[config.mk]
export PLATFORM = sky130hd
export DESIGN_NAME = thermal_event_unit
export DESIGN_NICKNAME = d
export VERILOG_FILES = /design/src/rtl/teu_pkg.sv /design/src/rtl/teu_lim_regs.sv /design/src/rtl/teu_thresh.sv /design/src/rtl/teu_event.sv /design/src/rtl/thermal_event_unit.sv
export SDC_FILE = /design/constraint.sdc
export NUM_CORES = 1
export LEC_CHECK = 0
export CAP_MARGIN = 5
export CELL_PAD_IN_SITES_DETAIL_PLACEMENT = 0
export CELL_PAD_IN_SITES_GLOBAL_PLACEMENT = 2
export CORE_AREA = 10 10 121 123
export CTS_CLUSTER_SIZE = 24
export DETAILED_ROUTE_END_ITERATION = 6
export DIE_AREA = 0 0 131 133
export DONT_BUFFER_PORTS = 1
export HOLD_SLACK_MARGIN = 0.06
export PLACE_DENSITY_LB_ADDON = 0.1
export SYNTH_ARGS = -nofsm -noshare
export SYNTH_HDL_FRONTEND = slang
export SYNTH_SLANG_ARGS = --single-unit
[constraint.sdc]
create_clock -name clk -period 7.95 [get_ports clk]
set_input_delay 0.795 -clock clk [delete_from_list [all_inputs] [get_ports clk]]
set_output_delay 0.795 -clock clk [all_outputs]
set_load 0.005 [all_outputs]
[src/rtl/teu_pkg.sv]
package teu_pkg;

  typedef enum logic [2:0] {
    RA_CAP  = 3'd0,
    RA_CFG  = 3'd1,
    RA_HIGH = 3'd2,
    RA_LOW  = 3'd3,
    RA_CRIT = 3'd4,
    RA_TEMP = 3'd5,
    RA_MFG  = 3'd6,
    RA_DEV  = 3'd7
  } reg_addr_e;

  // control word fields (bit position in the register noted beside each)
  typedef struct packed {
    logic [1:0] hyst;      // 10:9
    logic       shdn;      // 8
    logic       lk_crit;   // 7
    logic       lk_alm;    // 6
    logic       en;        // 3
    logic       crit_only; // 2
    logic       pol;       // 1
    logic       int_mode;  // 0
  } cfg_t;

  localparam int HYST_W = 7;

  // hysteresis in 1/16 degree counts
  function automatic logic [HYST_W-1:0] hyst_amt(input logic [1:0] sel);
    case (sel)
      2'b01:   hyst_amt = 7'd24;
      2'b10:   hyst_amt = 7'd48;
      2'b11:   hyst_amt = 7'd96;
      default: hyst_amt = 7'd0;
    endcase
  endfunction

endpackage

[src/rtl/teu_lim_regs.sv]
module teu_lim_regs
  import teu_pkg::*;
#(
  parameter int TEMP_W  = 13,
  parameter int DATA_W  = 16,
  parameter int LIM_LSB = 2
) (
  input  logic              clk,
  input  logic              rst,
  input  logic              wr_en,
  input  logic [2:0]        wr_addr,
  input  logic [DATA_W-1:0] wr_data,
  output cfg_t              cfg_q,
  output logic              clr_req,
  output logic [TEMP_W-1:0] hi_lim,
  output logic [TEMP_W-1:0] lo_lim,
  output logic [TEMP_W-1:0] cr_lim
);

  localparam int LIM_W = TEMP_W - LIM_LSB;
  localparam int N_LIM = 3;

  logic [LIM_W-1:0] lim_q [N_LIM];
  cfg_t             cfg_d;
  logic             cfg_wr;
  logic             lock_any;
  logic             unused_bits;

  assign unused_bits = ^wr_data[DATA_W-1:TEMP_W];
  assign cfg_wr      = wr_en && (wr_addr == RA_CFG);
  assign lock_any    = cfg_q.lk_alm | cfg_q.lk_crit;
  assign clr_req     = cfg_wr && wr_data[5];

  always_comb begin
    cfg_d = cfg_q;
    if (cfg_wr) begin
      if (!lock_any) begin
        cfg_d.int_mode = wr_data[0];
        cfg_d.pol      = wr_data[1];
        cfg_d.en       = wr_data[3];
        cfg_d.hyst     = wr_data[10:9];
      end
      cfg_d.crit_only = wr_data[2] & (~cfg_q.lk_alm | cfg_q.crit_only);
      cfg_d.shdn      = wr_data[8] & (~lock_any | cfg_q.shdn);
      cfg_d.lk_alm    = cfg_q.lk_alm  | wr_data[6];
      cfg_d.lk_crit   = cfg_q.lk_crit | wr_data[7];
    end
  end

  always_ff @(posedge clk) begin
    if (rst) cfg_q <= '0;
    else     cfg_q <= cfg_d;
  end

  // limit index 0 upper, 1 lower, 2 critical; addresses follow in that order
  for (genvar i = 0; i < N_LIM; i++) begin : g_lim
    localparam logic [2:0] LA = 3'(2 + i);
    logic locked;
    assign locked = (i == N_LIM - 1) ? cfg_q.lk_crit : cfg_q.lk_alm;
    always_ff @(posedge clk) begin
      if (rst)
        lim_q[i] <= '0;
      else if (wr_en && (wr_addr == LA) && !locked)
        lim_q[i] <= wr_data[TEMP_W-1:LIM_LSB];
    end
  end

  assign hi_lim = {lim_q[0], {LIM_LSB{1'b0}}};
  assign lo_lim = {lim_q[1], {LIM_LSB{1'b0}}};
  assign cr_lim = {lim_q[2], {LIM_LSB{1'b0}}};

endmodule

[src/rtl/teu_thresh.sv]
module teu_thresh
  import teu_pkg::*;
#(
  parameter int TEMP_W = 13
) (
  input  logic              clk,
  input  logic              rst,
  input  logic              hold,
  input  logic [1:0]        hyst_sel,
  input  logic [TEMP_W-1:0] temp,
  input  logic [TEMP_W-1:0] hi_lim,
  input  logic [TEMP_W-1:0] lo_lim,
  input  logic [TEMP_W-1:0] cr_lim,
  output logic              hi_nx,
  output logic              lo_nx,
  output logic              cr_nx,
  output logic              hi_q,
  output logic              lo_q,
  output logic [2:0]        trip
);

  localparam int EW = TEMP_W + 2;

  logic signed [EW-1:0] t_s, hi_s, lo_s, cr_s, h_s;
  logic                 cr_q;

  always_comb begin
    t_s  = $signed({{2{temp[TEMP_W-1]}},   temp});
    hi_s = $signed({{2{hi_lim[TEMP_W-1]}}, hi_lim});
    lo_s = $signed({{2{lo_lim[TEMP_W-1]}}, lo_lim});
    cr_s = $signed({{2{cr_lim[TEMP_W-1]}}, cr_lim});
    h_s  = $signed({{(EW-HYST_W){1'b0}}, hyst_amt(hyst_sel)});
    // raw status: critical, upper, lower
    trip[2] = (t_s >= cr_s);
    trip[1] = (t_s >  hi_s);
    trip[0] = (t_s <  lo_s);
    // event conditions with release delayed by hysteresis
    hi_nx = hi_q ? (t_s >  (hi_s - h_s)) : trip[1];
    cr_nx = cr_q ? (t_s >= (cr_s - h_s)) : trip[2];
    lo_nx = trip[0];
  end

  always_ff @(posedge clk) begin
    if (rst) begin
      hi_q <= 1'b0;
      lo_q <= 1'b0;
      cr_q <= 1'b0;
    end else if (!hold) begin
      hi_q <= hi_nx;
      lo_q <= lo_nx;
      cr_q <= cr_nx;
    end
  end

endmodule

[src/rtl/teu_event.sv]
module teu_event (
  input  logic clk,
  input  logic rst,
  input  logic shdn,
  input  logic crit_only,
  input  logic int_mode,
  input  logic en,
  input  logic pol,
  input  logic clr_req,
  input  logic hi_nx,
  input  logic lo_nx,
  input  logic cr_nx,
  input  logic hi_q,
  input  logic lo_q,
  output logic evt_q,
  output logic drive_low_q
);

  logic latch_q, latch_d;
  logic pend_q, pend_d;
  logic evt_d;
  logic crossing;
  logic release_now;

  assign crossing    = (hi_nx | lo_nx) != (hi_q | lo_q);
  assign release_now = (clr_req | pend_q) & ~cr_nx;

  always_comb begin
    latch_d = 1'b0;
    pend_d  = 1'b0;
    evt_d   = 1'b0;
    if (shdn) begin
      latch_d = clr_req ? 1'b0 : latch_q;
      pend_d  = clr_req ? 1'b0 : pend_q;
      evt_d   = clr_req ? 1'b0 : evt_q;
    end else if (crit_only) begin
      evt_d = cr_nx;
    end else if (int_mode) begin
      if (crossing)         latch_d = 1'b1;
      else if (release_now) latch_d = 1'b0;
      else                  latch_d = latch_q;
      pend_d = (clr_req | pend_q) & cr_nx;
      evt_d  = latch_d | cr_nx;
    end else begin
      evt_d = hi_nx | lo_nx | cr_nx;
    end
  end

  always_ff @(posedge clk) begin
    if (rst) begin
      latch_q     <= 1'b0;
      pend_q      <= 1'b0;
      evt_q       <= 1'b0;
      drive_low_q <= 1'b0;
    end else begin
      latch_q     <= latch_d;
      pend_q      <= pend_d;
      evt_q       <= evt_d;
      drive_low_q <= en ? (pol ? ~evt_d : evt_d) : pol;
    end
  end

endmodule

[src/rtl/thermal_event_unit.sv]
module thermal_event_unit
  import teu_pkg::*;
#(
  parameter int          TEMP_W  = 13,
  parameter int          DATA_W  = 16,
  parameter int          ADDR_W  = 3,
  parameter int          LIM_LSB = 2,
  parameter logic [15:0] CAP_VAL = 16'h007F,
  parameter logic [15:0] MFG_VAL = 16'h1B09,
  parameter logic [15:0] DEV_VAL = 16'h2230
) (
  input  logic              clk,
  input  logic              rst,
  input  logic              smp_valid,
  input  logic [TEMP_W-1:0] smp_temp,
  input  logic [ADDR_W-1:0] bus_addr,
  input  logic              bus_we,
  input  logic [DATA_W-1:0] bus_wdata,
  output logic [DATA_W-1:0] bus_rdata,
  output logic              evt_drive_low
);

  localparam int PAD_W = DATA_W - TEMP_W;

  cfg_t              cfg_q;
  logic              clr_req;
  logic [TEMP_W-1:0] hi_lim, lo_lim, cr_lim;
  logic [TEMP_W-1:0] temp_q;
  logic              hi_nx, lo_nx, cr_nx, hi_q, lo_q;
  logic [2:0]        trip;
  logic              evt_q;
  logic              c_shdn, c_crit_only, c_int_mode, c_en, c_pol, c_lk_alm, c_lk_crit;

  assign c_shdn      = cfg_q.shdn;
  assign c_crit_only = cfg_q.crit_only;
  assign c_int_mode  = cfg_q.int_mode;
  assign c_en        = cfg_q.en;
  assign c_pol       = cfg_q.pol;
  assign c_lk_alm    = cfg_q.lk_alm;
  assign c_lk_crit   = cfg_q.lk_crit;

  teu_lim_regs #(.TEMP_W(TEMP_W), .DATA_W(DATA_W), .LIM_LSB(LIM_LSB)) u_regs (
    .clk     (clk),
    .rst     (rst),
    .wr_en   (bus_we),
    .wr_addr (bus_addr),
    .wr_data (bus_wdata),
    .cfg_q   (cfg_q),
    .clr_req (clr_req),
    .hi_lim  (hi_lim),
    .lo_lim  (lo_lim),
    .cr_lim  (cr_lim)
  );

  always_ff @(posedge clk) begin
    if (rst)                      temp_q <= '0;
    else if (smp_valid && !c_shdn) temp_q <= smp_temp;
  end

  teu_thresh #(.TEMP_W(TEMP_W)) u_thr (
    .clk      (clk),
    .rst      (rst),
    .hold     (c_shdn),
    .hyst_sel (cfg_q.hyst),
    .temp     (temp_q),
    .hi_lim   (hi_lim),
    .lo_lim   (lo_lim),
    .cr_lim   (cr_lim),
    .hi_nx    (hi_nx),
    .lo_nx    (lo_nx),
    .cr_nx    (cr_nx),
    .hi_q     (hi_q),
    .lo_q     (lo_q),
    .trip     (trip)
  );

  teu_event u_evt (
    .clk         (clk),
    .rst         (rst),
    .shdn        (c_shdn),
    .crit_only   (c_crit_only),
    .int_mode    (c_int_mode),
    .en          (c_en),
    .pol         (c_pol),
    .clr_req     (clr_req),
    .hi_nx       (hi_nx),
    .lo_nx       (lo_nx),
    .cr_nx       (cr_nx),
    .hi_q        (hi_q),
    .lo_q        (lo_q),
    .evt_q       (evt_q),
    .drive_low_q (evt_drive_low)
  );

  always_ff @(posedge clk) begin
    if (rst) begin
      bus_rdata <= '0;
    end else begin
      case (bus_addr)
        RA_CAP:  bus_rdata <= CAP_VAL;
        RA_CFG:  bus_rdata <= {5'b0, cfg_q.hyst, c_shdn, c_lk_crit, c_lk_alm, 1'b0,
                               evt_q & c_en, c_en, c_crit_only, c_pol, c_int_mode};
        RA_HIGH: bus_rdata <= {{PAD_W{1'b0}}, hi_lim};
        RA_LOW:  bus_rdata <= {{PAD_W{1'b0}}, lo_lim};
        RA_CRIT: bus_rdata <= {{PAD_W{1'b0}}, cr_lim};
        RA_TEMP: bus_rdata <= {trip, temp_q};
        RA_MFG:  bus_rdata <= MFG_VAL;
        default: bus_rdata <= DEV_VAL;
      endcase
    end
  end

endmodule

==> run summary, run 1 <==
0 antenna diodes ended up in the layout. The die is 131 um wide. Traced cell by cell, the critical path runs through inv_1 > ha_1 > ha_1 > a21o_1 > a21o_1 > a211o_1 > nor4b_1 > xnor2_1 > ha_1 > and3_1 > nand4_1 > o311a_1 > o31a_1 > o31a_1 > o31ai_2 > a41oi_2 > mux2_4. For this run, the top clock speed supported by timing is 209 MHz. TritonCTS built the clock tree.

Cell repeated most along the worst path: sky130_fd_sc_hd__ha_1. The cell family contributing the most delay on the critical path is compound AO/OA/AOI/OAI gates. After routing, the total negative slack on setup checks comes to 0 ps.

The actual slew at the worst max-slew pin is 1200 ps. The top-level I/O count was 53. The flow ran to the end, and the final reports show no timing, DRC or antenna violations. The number of different library cells used by synthesis comes to 65.

The first-pass GRT wire length was 24.8 mm; the count of buffers from port buffering was 0. Among all flip-flop cells after synthesis, the most frequent one is sky130_fd_sc_hd__dfxtp_1. The synthesized netlist occupies a cell area of 5180 um2.

The tools report the worst setup slack after layout as 3170 ps. The layout has 1192 filler cells. The clock-pin slew on the worst setup and hold paths is 60 ps, and the count of endpoints failing hold in the final timing report is 0. The total power draw came out at 1.06 mW. The endpoint class of the critical path is a flop.

After synthesis, the largest area contributor takes up 19.1% of total cell area. The total number of clock tree sinks was 78; the xor and xnor fraction of the mapped netlist area was 2.53%. The via-per-instance ratio works out to 5.59. The worst setup path category was reg -> reg. The tools report the maximum number of pins on one net before global-route repair as 49. The total power density per cell area came out at 188 nW/um2. Along the worst path, the maximum fanout reaches 4. The detailed router's first-iteration violation count is 265, and the clock latency at the later pin of the worst-skew pair is 350 ps. The floorplan step defined a die boundary enclosing 17400 um2.

The number of setup violations in the final report was 0; the total clock buffers created by CTS was 9. The number of nets handed over by synthesis was 682. Across the run, the number of max-cap violations was 0.

After routing the design area is 5650 um2. For this run, the register share of the synthesized area comes to 36.5%. The buffer depth of the longest clock path was 2; the number of storage elements in the synthesis netlist was 78. Setup repair after global routing left no endpoint under its margin.

Storage element area: 1890 um2. The number of global-route vias before repair is 4259. On the critical path, the stage with the largest delay is an instance of sky130_fd_sc_hd__dfxtp_1. The portion of synthesized area spent on multiplexers is 2.41%. After floorplanning, the core was divided into 41 placement rows. Fraction of registers with async set/reset: 0%. After detailed routing, the total wire length is 16.0 mm.

The run gives 750 as the final cell count without fillers. After synthesis, the mean cell area works out to 8.96 um2. The worst hold path belongs to the class reg -> reg. The cts-stage hold buffer count is 0, and the delay contributed by the slowest stage of the critical path is 420 ps. STA classifies the critical path startpoint as a flop. For the worst setup path, the data required time is 8180 ps. The root buffer cell chosen for the clock tree is sky130_fd_sc_hd__clkbuf_16. The signed area change from the synthesized netlist to the final layout came out at 9.00%.

After synthesis, the largest family of logic cells by area is simple AND/OR/NAND/NOR gates. Clock skew on the completed layout was measured at 11.7 ps. The tools report the final max-slew violation count as 0.

The post-placement cell area was 5350 um2; the number of placed cells counting well taps was 734. The first TritonRoute pass finished after 4 iterations. Dividing the detail-routed wire length by the instance count gives 21.3 um.

For this design the static power due to leakage is 2.29 nW. For this run the aggregate overflow at the end of global routing stands at 0. The run gives 0 as the number of buffers inserted by post-CTS setup repair.

The count of flip-flops with a built-in enable after synthesis came out at 33. The run gives 0 as the post-cts gate resize count. Count of buffer and inverter cells on the critical path: 1. The biggest area contributor in the post-synthesis netlist is sky130_fd_sc_hd__edfxtp_1. Data arrives at the worst endpoint at 5010 ps. For the initial antenna violation count, the log shows 0. Setup slack on the worst reg-to-reg path comes out at 3170 ps. Synthesized-area fraction occupied by ao, oa, aoi and oai cells: 18.1%. CTS built an H-tree with a depth of 3. In this run the remaining antenna-violating nets after routing total 0. The tools report the worst hold margin as 450 ps. From bottom edge to top edge, the die measures 133 um. The tools report the worst-case setup slack after placement as 3180 ps. The run gives 0 as the residual DRC count.

In the final layout, the multi-input gates occupy 3030 um2. Measured against its own limit, the worst slew margin works out to 19.7%. After Yosys synthesis, full adders, half adders and majority gates account for 16.5% of the synthesized area.

Routability-driven placement finished with a final weighted congestion of 0.831. Cells fill 45.7% of the core in the end. The simple-gate share of the synthesized area was 18.9%; the global routing usage summed across all routing layers was 19.1%. Cells with a size suffix above 1 make up 5.71% of the layout. The run gives 12.3 mm as the post-detailed-placement half-perimeter wirelength.

The run gives 676 as the number of nets at the end of the flow. By area the synthesized netlist is led by sky130_fd_sc_hd__edfxtp_1 19%, sky130_fd_sc_hd__dfxtp_1 17%, sky130_fd_sc_hd__ha_1 16%. For this configuration, the core starts out at a cell density of 41.9%. The smallest clock period supported by the final layout is computed as 4780 ps. The worst-case IR drop observed on VDD is 0.000180 V. For the number of warning messages in the yosys log, the log shows 0. Across all layers, the routed design uses 4193 vias.

The logs give 579 for the number of instances in the synthesized netlist and 12400 um2 for the area of the core. Dividing the final minimum period by the clock period gives 60.2%.
-- power by group --
group          switching [mW]  internal, mW  total, mW
logic                  0.0950        0.0720      0.167
clock network           0.179         0.248      0.427
registers              0.0299         0.437      0.467
-- logic make-up after synthesis --
logic type / Yosys count
multiplexers: 12
AO/OA/AOI/OAI: 140
flip-flops: 78
adder cells (fa/ha/maj): 67
buffers and inverters: 70
AND/OR/NAND/NOR: 197
XOR/XNOR: 15
-- path summary, 6_finish.rpt --
kind | startpoint | end | depth (start not counted)
min reg2reg | u_evt.latch_q | u_evt.latch_q | 2
min | u_evt.latch_q | u_evt.latch_q | 2
max | u_regs.cfg_q[7] | u_evt.drive_low_q | 17
max reg2reg | u_regs.cfg_q[7] | u_evt.drive_low_q | 17
-- worst register-to-register path, stage by stage (launching register included) --
cell and delay (ps):
sky130_fd_sc_hd__dfxtp_1 420, sky130_fd_sc_hd__inv_1 90, sky130_fd_sc_hd__ha_1 410, sky130_fd_sc_hd__ha_1 310
sky130_fd_sc_hd__a21o_1 170, sky130_fd_sc_hd__a21o_1 200, sky130_fd_sc_hd__a211o_1 340, sky130_fd_sc_hd__nor4b_1 360
sky130_fd_sc_hd__xnor2_1 120, sky130_fd_sc_hd__ha_1 300, sky130_fd_sc_hd__and3_1 190, sky130_fd_sc_hd__nand4_1 130
sky130_fd_sc_hd__o311a_1 340, sky130_fd_sc_hd__o31a_1 170, sky130_fd_sc_hd__o31a_1 280, sky130_fd_sc_hd__o31ai_2 360
sky130_fd_sc_hd__a41oi_2 190, sky130_fd_sc_hd__mux2_4 320
-- state kept, by name (all words and copies together), names as in the netlist --
| register | count |
|---|---|
| bus_rdata | 16 |
| temp_q | 13 |
| u_evt.drive_low_q | 1 |
| u_evt.evt_q | 1 |
| u_evt.latch_q | 1 |
| u_evt.pend_q | 1 |
| u_regs.cfg_q | 7 |
| u_regs.g_lim.locked | 2 |
| u_regs.lim_q | 33 |
| u_thr.cr_q | 1 |
| u_thr.hi_q | 1 |
| u_thr.lo_q | 1 |
-- routing by layer --
metal,up-vias,routed length (um),global-route usage [%]
met3,35,1390,5.43
met1,1973,6790,24.7
met4,0,531,7.66
li1,2051,-,-
met5,-,0,0
met2,134,7260,29.2
-- final cells by class --
class                           instances  area share (%)
Tap cell                              172            3.81
Clock buffer                            9            3.98
Sequential cell                        78            33.5
Multi-Input combinational cell        431            53.6
Clock inverter                          7            1.42
Timing Repair Buffer                    3           0.398
Inverter                               50            3.32
-- layout by cell type (no fill, tap or decap), drive strengths merged, types with 3 or more instances in the layout --
cell type,synthesis,final
nor2,48,48
nor4,4,4
edfxtp,33,33
inv,49,52
clkinv,1,3
mux2i,11,11
a31oi,6,6
xnor2,15,15
nand2,58,58
clkbuf,13,9
nor2b,11,11
o211ai,4,4
buf,7,3
a21o,10,10
a21oi,56,56
nand4,6,6
a311oi,3,3
a2111oi,3,3
nand3,4,4
dfxtp,45,45
o21ai,20,20
nor3,11,11
nand2b,3,3
and3,5,5
ha,65,65
a211oi,10,10
and2,35,35
a221oi,7,7
-- cell usage after synthesis (3+ instances only) --
master                     number
sky130_fd_sc_hd__a211oi_1       9
sky130_fd_sc_hd__a21o_1        10
sky130_fd_sc_hd__a21oi_1       55
sky130_fd_sc_hd__a221oi_1       6
sky130_fd_sc_hd__a311oi_1       3
sky130_fd_sc_hd__a31oi_1        6
sky130_fd_sc_hd__and2_1        34
sky130_fd_sc_hd__and3_1         4
sky130_fd_sc_hd__buf_1          6
sky130_fd_sc_hd__clkbuf_1      13
sky130_fd_sc_hd__dfxtp_1       45
sky130_fd_sc_hd__edfxtp_1      33
sky130_fd_sc_hd__ha_1          65
sky130_fd_sc_hd__inv_1         49
sky130_fd_sc_hd__mux2i_1       11
sky130_fd_sc_hd__nand2_1       58
sky130_fd_sc_hd__nand2b_1       3
sky130_fd_sc_hd__nand3_1        4
sky130_fd_sc_hd__nand4_1        5
sky130_fd_sc_hd__nor2_1        48
sky130_fd_sc_hd__nor2b_1       11
sky130_fd_sc_hd__nor3_1        11
sky130_fd_sc_hd__nor4_1         4
sky130_fd_sc_hd__o211ai_1       4
sky130_fd_sc_hd__o21ai_0       18
sky130_fd_sc_hd__xnor2_1       15
(Power assumes the default switching activity.)
==> inputs of run 2 (changes only) <==
- ABC_AREA: unset -> 1
- CORE_AREA: 10 10 121 123 -> 10 10 135 137
- DIE_AREA: 0 0 131 133 -> 0 0 145 147
- clock period: 7.95 -> 4.07 ns (I/O delays scaled with it)
==> run summary, run 2 <==
The die area is 21300 um2, and the adder and majority gate portion of the synthesized area is 16.5%. The top cell types in the final layout, fill and taps aside, are 111 x sky130_fd_sc_hd__inv_1, 98 x sky130_fd_sc_hd__nand2_1, 93 x sky130_fd_sc_hd__nor2_1. The worst reg-to-reg setup slack is 330 ps, and the clock latency at the later pin of the worst-skew pair is 350 ps. The cell count of the worst hold path works out to 1. The run gives 3980 ps as the arrival time reported for the critical path endpoint. The dominant combinational cell family by area after synthesis was simple AND/OR/NAND/NOR gates. The count of unique library cells instantiated by Yosys was 43.

The worst hold path begins at rst. The core region is 15600 um2. The maximum number of pins on one net before global-route repair was 24. The post-detailed-placement half-perimeter wirelength came out at 13.8 mm. For this design, the slowest cell found on the critical path is sky130_fd_sc_hd__dfxtp_2. For the finished layout, the period the worst path requires is 3740 ps.

Yosys attributes the largest share of cell area to sky130_fd_sc_hd__edfxtp_1 19%, sky130_fd_sc_hd__dfxtp_1 17%, sky130_fd_sc_hd__ha_1 16%. The run finished with clean final reports. Once detail routing completed, the nets flagged for antenna violations numbered 0. Detailed router's first-iteration violation count: 287.

For this run, design rule violations remaining after detail routing come to 0. The width of the die is 145 um, and the number of iterations in the first detailed-routing pass is 5. For the number of nets produced by synthesis, the log shows 764. The number of storage elements in the synthesis netlist was 78. The die span in y was 147 um. The via-per-instance ratio works out to 4.88.

In this run the tightest slew margin relative to its limit is 48.6%. The logs give 0 for the number of maximum-capacitance constraint violations and 4345 for the via count. The critical path is of the reg -> reg type. Internal power comes to 1.51 mW. The number of instances in the synthesized netlist is 661, and the signed area change from the synthesized netlist to the final layout is 12.7%.

Clock-pin slew was measured on the worst setup and hold paths at 60 ps. In the final layout, the multi-input gates occupy 2870 um2. Number of warning messages in the yosys log: 0. The final wirelength is 17.2 mm. Summed over all nets, the switching power comes to 0.694 mW. After synthesis, the largest area contributor takes up 19.2% of total cell area.

Global routing consumed, over all layers together, 16.0% of the routing resources. The synthesized design spends more area on one cell type than any other, namely sky130_fd_sc_hd__edfxtp_1. Measured against the total synthesized area, the mux share comes to 0%. Dominant register cell in the synthesized netlist: sky130_fd_sc_hd__dfxtp_1. The simple-gate share of the synthesized area came out at 22.4%.

Cells with a size suffix above 1 make up 9.50% of the layout. Combinational logic burns 20.9% of the power. The cts-stage hold buffer count was 0. The tools report the initial antenna violation count as 0. Sequential cells burn 42.0% of the power.

Yosys mapped a number of flops with a built-in enable equal to 33. Timing would allow up to 267 MHz. The register with the most flip-flops in the layout has 33 of them. By instance count, the leading cell after synthesis is sky130_fd_sc_hd__inv_1. Summing the areas of all compound-gate instances in the mapped netlist gives 12.9% of the synthesized area. The first-pass GRT wire length came out at 25.9 mm. The tools report the worst-case vdd ir drop as 0.000317 V.

In this run the cell area of the synthesized design comes to 5170 um2. The required time reported for the critical path endpoint was 4310 ps. Ranked by instance count, the synthesized netlist is headed by 112 x sky130_fd_sc_hd__inv_1, 98 x sky130_fd_sc_hd__nand2_1, 95 x sky130_fd_sc_hd__nor2_1. The largest registers in the layout are u_regs.lim_q (33), bus_rdata (16), temp_q (13). TritonCTS built the clock tree. The filler cells instantiated in the layout total 1619. The logs give 1890 um2 for the storage element area and 2.69 nW for the leakage power summed over all cells.

In this run the tool buffered the top-level ports with 0 buffer cells. The switching share of power is 31.4%. In this run the worst path has a maximum fanout of 4. The number of clock buffers added by TritonCTS is 9. In this run the critical register-to-register path is captured at u_evt.drive_low_q. The buffer depth of the longest clock path is 2. The number of global-route vias before repair was 4309. The per-cell routed wire length is 19.4 um, and the final cell count without fillers is 890. In this run, placement finished with an instance count of 873.

The library cell used most frequently in the layout, excluding fill and tap cells, is sky130_fd_sc_hd__inv_1. The register with the most flip-flops was u_regs.lim_q. The root buffer cell chosen for the clock tree is sky130_fd_sc_hd__clkbuf_16. Cell repeated most along the worst path: sky130_fd_sc_hd__nand2_1. The total number of clock tree sinks was 78; the clock power share was 37.1%. The final max-slew violation count was 0; the share of the yosys chip area belonging to registers was 36.6%. The total power density per cell area was 379 nW/um2. STA classifies the critical path endpoint as a flop. The tools report the hold-critical path endpoint as u_thr.cr_q. In this run the worst setup path begins at u_regs.cfg_q[7]. Setup violations remaining at the end of the flow were counted as 0. CTS built an H-tree with a depth of 3. The worst setup path is launched from a flop. The count of endpoints failing hold in the final timing report is 0.

The final layout contains 772 nets. The min-delay analysis places its worst path in the category in -> reg. The effective utilization at floorplan came out at 33.2%. Routability-driven placement finished with a final weighted congestion of 0.852.

Summing the areas of all xor and xnor instances in the mapped netlist gives 2.20% of the synthesized area. In the final timing run, aggregate negative setup slack is 0 ps. The number of standard-cell rows in the floorplan was 46; the total grt overflow was 0.

The largest single stage delay on the critical path is 360 ps. Counting flops with an async set or reset pin after synthesis yields a share of 0%. 0 antenna diodes ended up in the layout.

The worst register-to-register path begins at u_regs.cfg_q[7]. Between clock sinks in the finished design, the worst skew comes to 12.1 ps. The tools report the top-level I/O count as 53. Setup repair after global routing left no endpoint under its margin. At the pin with the least slew margin, the transition time is 766 ps. A synthesized cell averages 7.83 um2. The final critical path takes up 91.9% of the cycle.

Number of cell instances on the worst register-to-register path: 29.
run 2: cell count changes in the layout (fill, tap and decap cells not counted), moves of 13 or more:
cell	change
sky130_fd_sc_hd__nor2_1	+45
sky130_fd_sc_hd__nand2_1	+40
sky130_fd_sc_hd__xnor2_1	-13
sky130_fd_sc_hd__inv_1	+62
sky130_fd_sc_hd__nand3_1	+19
sky130_fd_sc_hd__and2_1	-32
run 2: how the worst max path moves through the flow:
stage	to	slack, ps	cells past startpoint
final	u_evt.drive_low_q	330	29
after global routing	u_evt.drive_low_q	7	26
after CTS	u_evt.drive_low_q	60	29
after detailed placement	u_evt.drive_low_q	30	22
after global placement	u_evt.drive_low_q	90	24
after floorplan	u_evt.drive_low_q	660	29
run 2: power groups by stage:
stage	registers (mW)	clock network, mW	logic, mW
floorplan	0.907	0	0.342
global placement	0.943	0	0.445
detailed placement	0.943	0	0.453
CTS	0.926	0.836	0.456
global route	0.931	0.876	0.533
finish	0.926	0.819	0.462
run 2: what timing repair did:
item	CTS	global route
buffers inserted	0	1
pin swaps	0	4
resized for setup	1	17
endpoints found under the setup margin	1	3
run 2: logic make-up (layout without fill, tap and decap cells):
family,after synthesis,after routing
DFF,78,78
adders and majority gates,67,67
buffers and inverters,127,140
and+or+nand+nor,261,261
xor gates and xnor gates,13,13
AOI/OAI and AO/OA,115,115
run 2: final cells by class:
class,count,area share (%)
Sequential cell,78,32.5
Clock inverter,6,1.18
Timing Repair Buffer,9,1.16
Tap cell,216,4.64
Clock buffer,10,3.93
Inverter,115,7.40
Multi-Input combinational cell,456,49.2
run 2: worst max-delay path, delay by kind of cell (launching register included):
kind	cells	cell delay, ps
adder cells (fa/ha/maj)	3	700
flip-flops	1	360
AND/OR/NAND/NOR	18	1670
XOR/XNOR	1	140
buffers and inverters	4	340
AO/OA/AOI/OAI	3	410
run 2: layer usage:
layer  vias to the layer above  routed length [um]  track usage [%]
li1                       2210                   -                -
met1                      2016                8280             20.6
met2                        97                7830             25.9
met3                        22                 799             4.08
met4                         0                 343             4.90
met5                         -                   0                0
run 2: metrics by stage:
step	hold WS, ps	cell area [um2]	power [mW]	util (%)	setup WS (ps)
2_1_floorplan	443	5170	1.25	-	665
3_3_place_gp	450	5450	1.39	34.9	91.7
3_5_place_dp	453	5450	1.40	34.9	28.0
4_1_cts	116	5750	2.22	36.9	57.8
5_1_grt	117	5830	2.34	37.4	6.53
6_report	130	5830	2.21	37.4	330
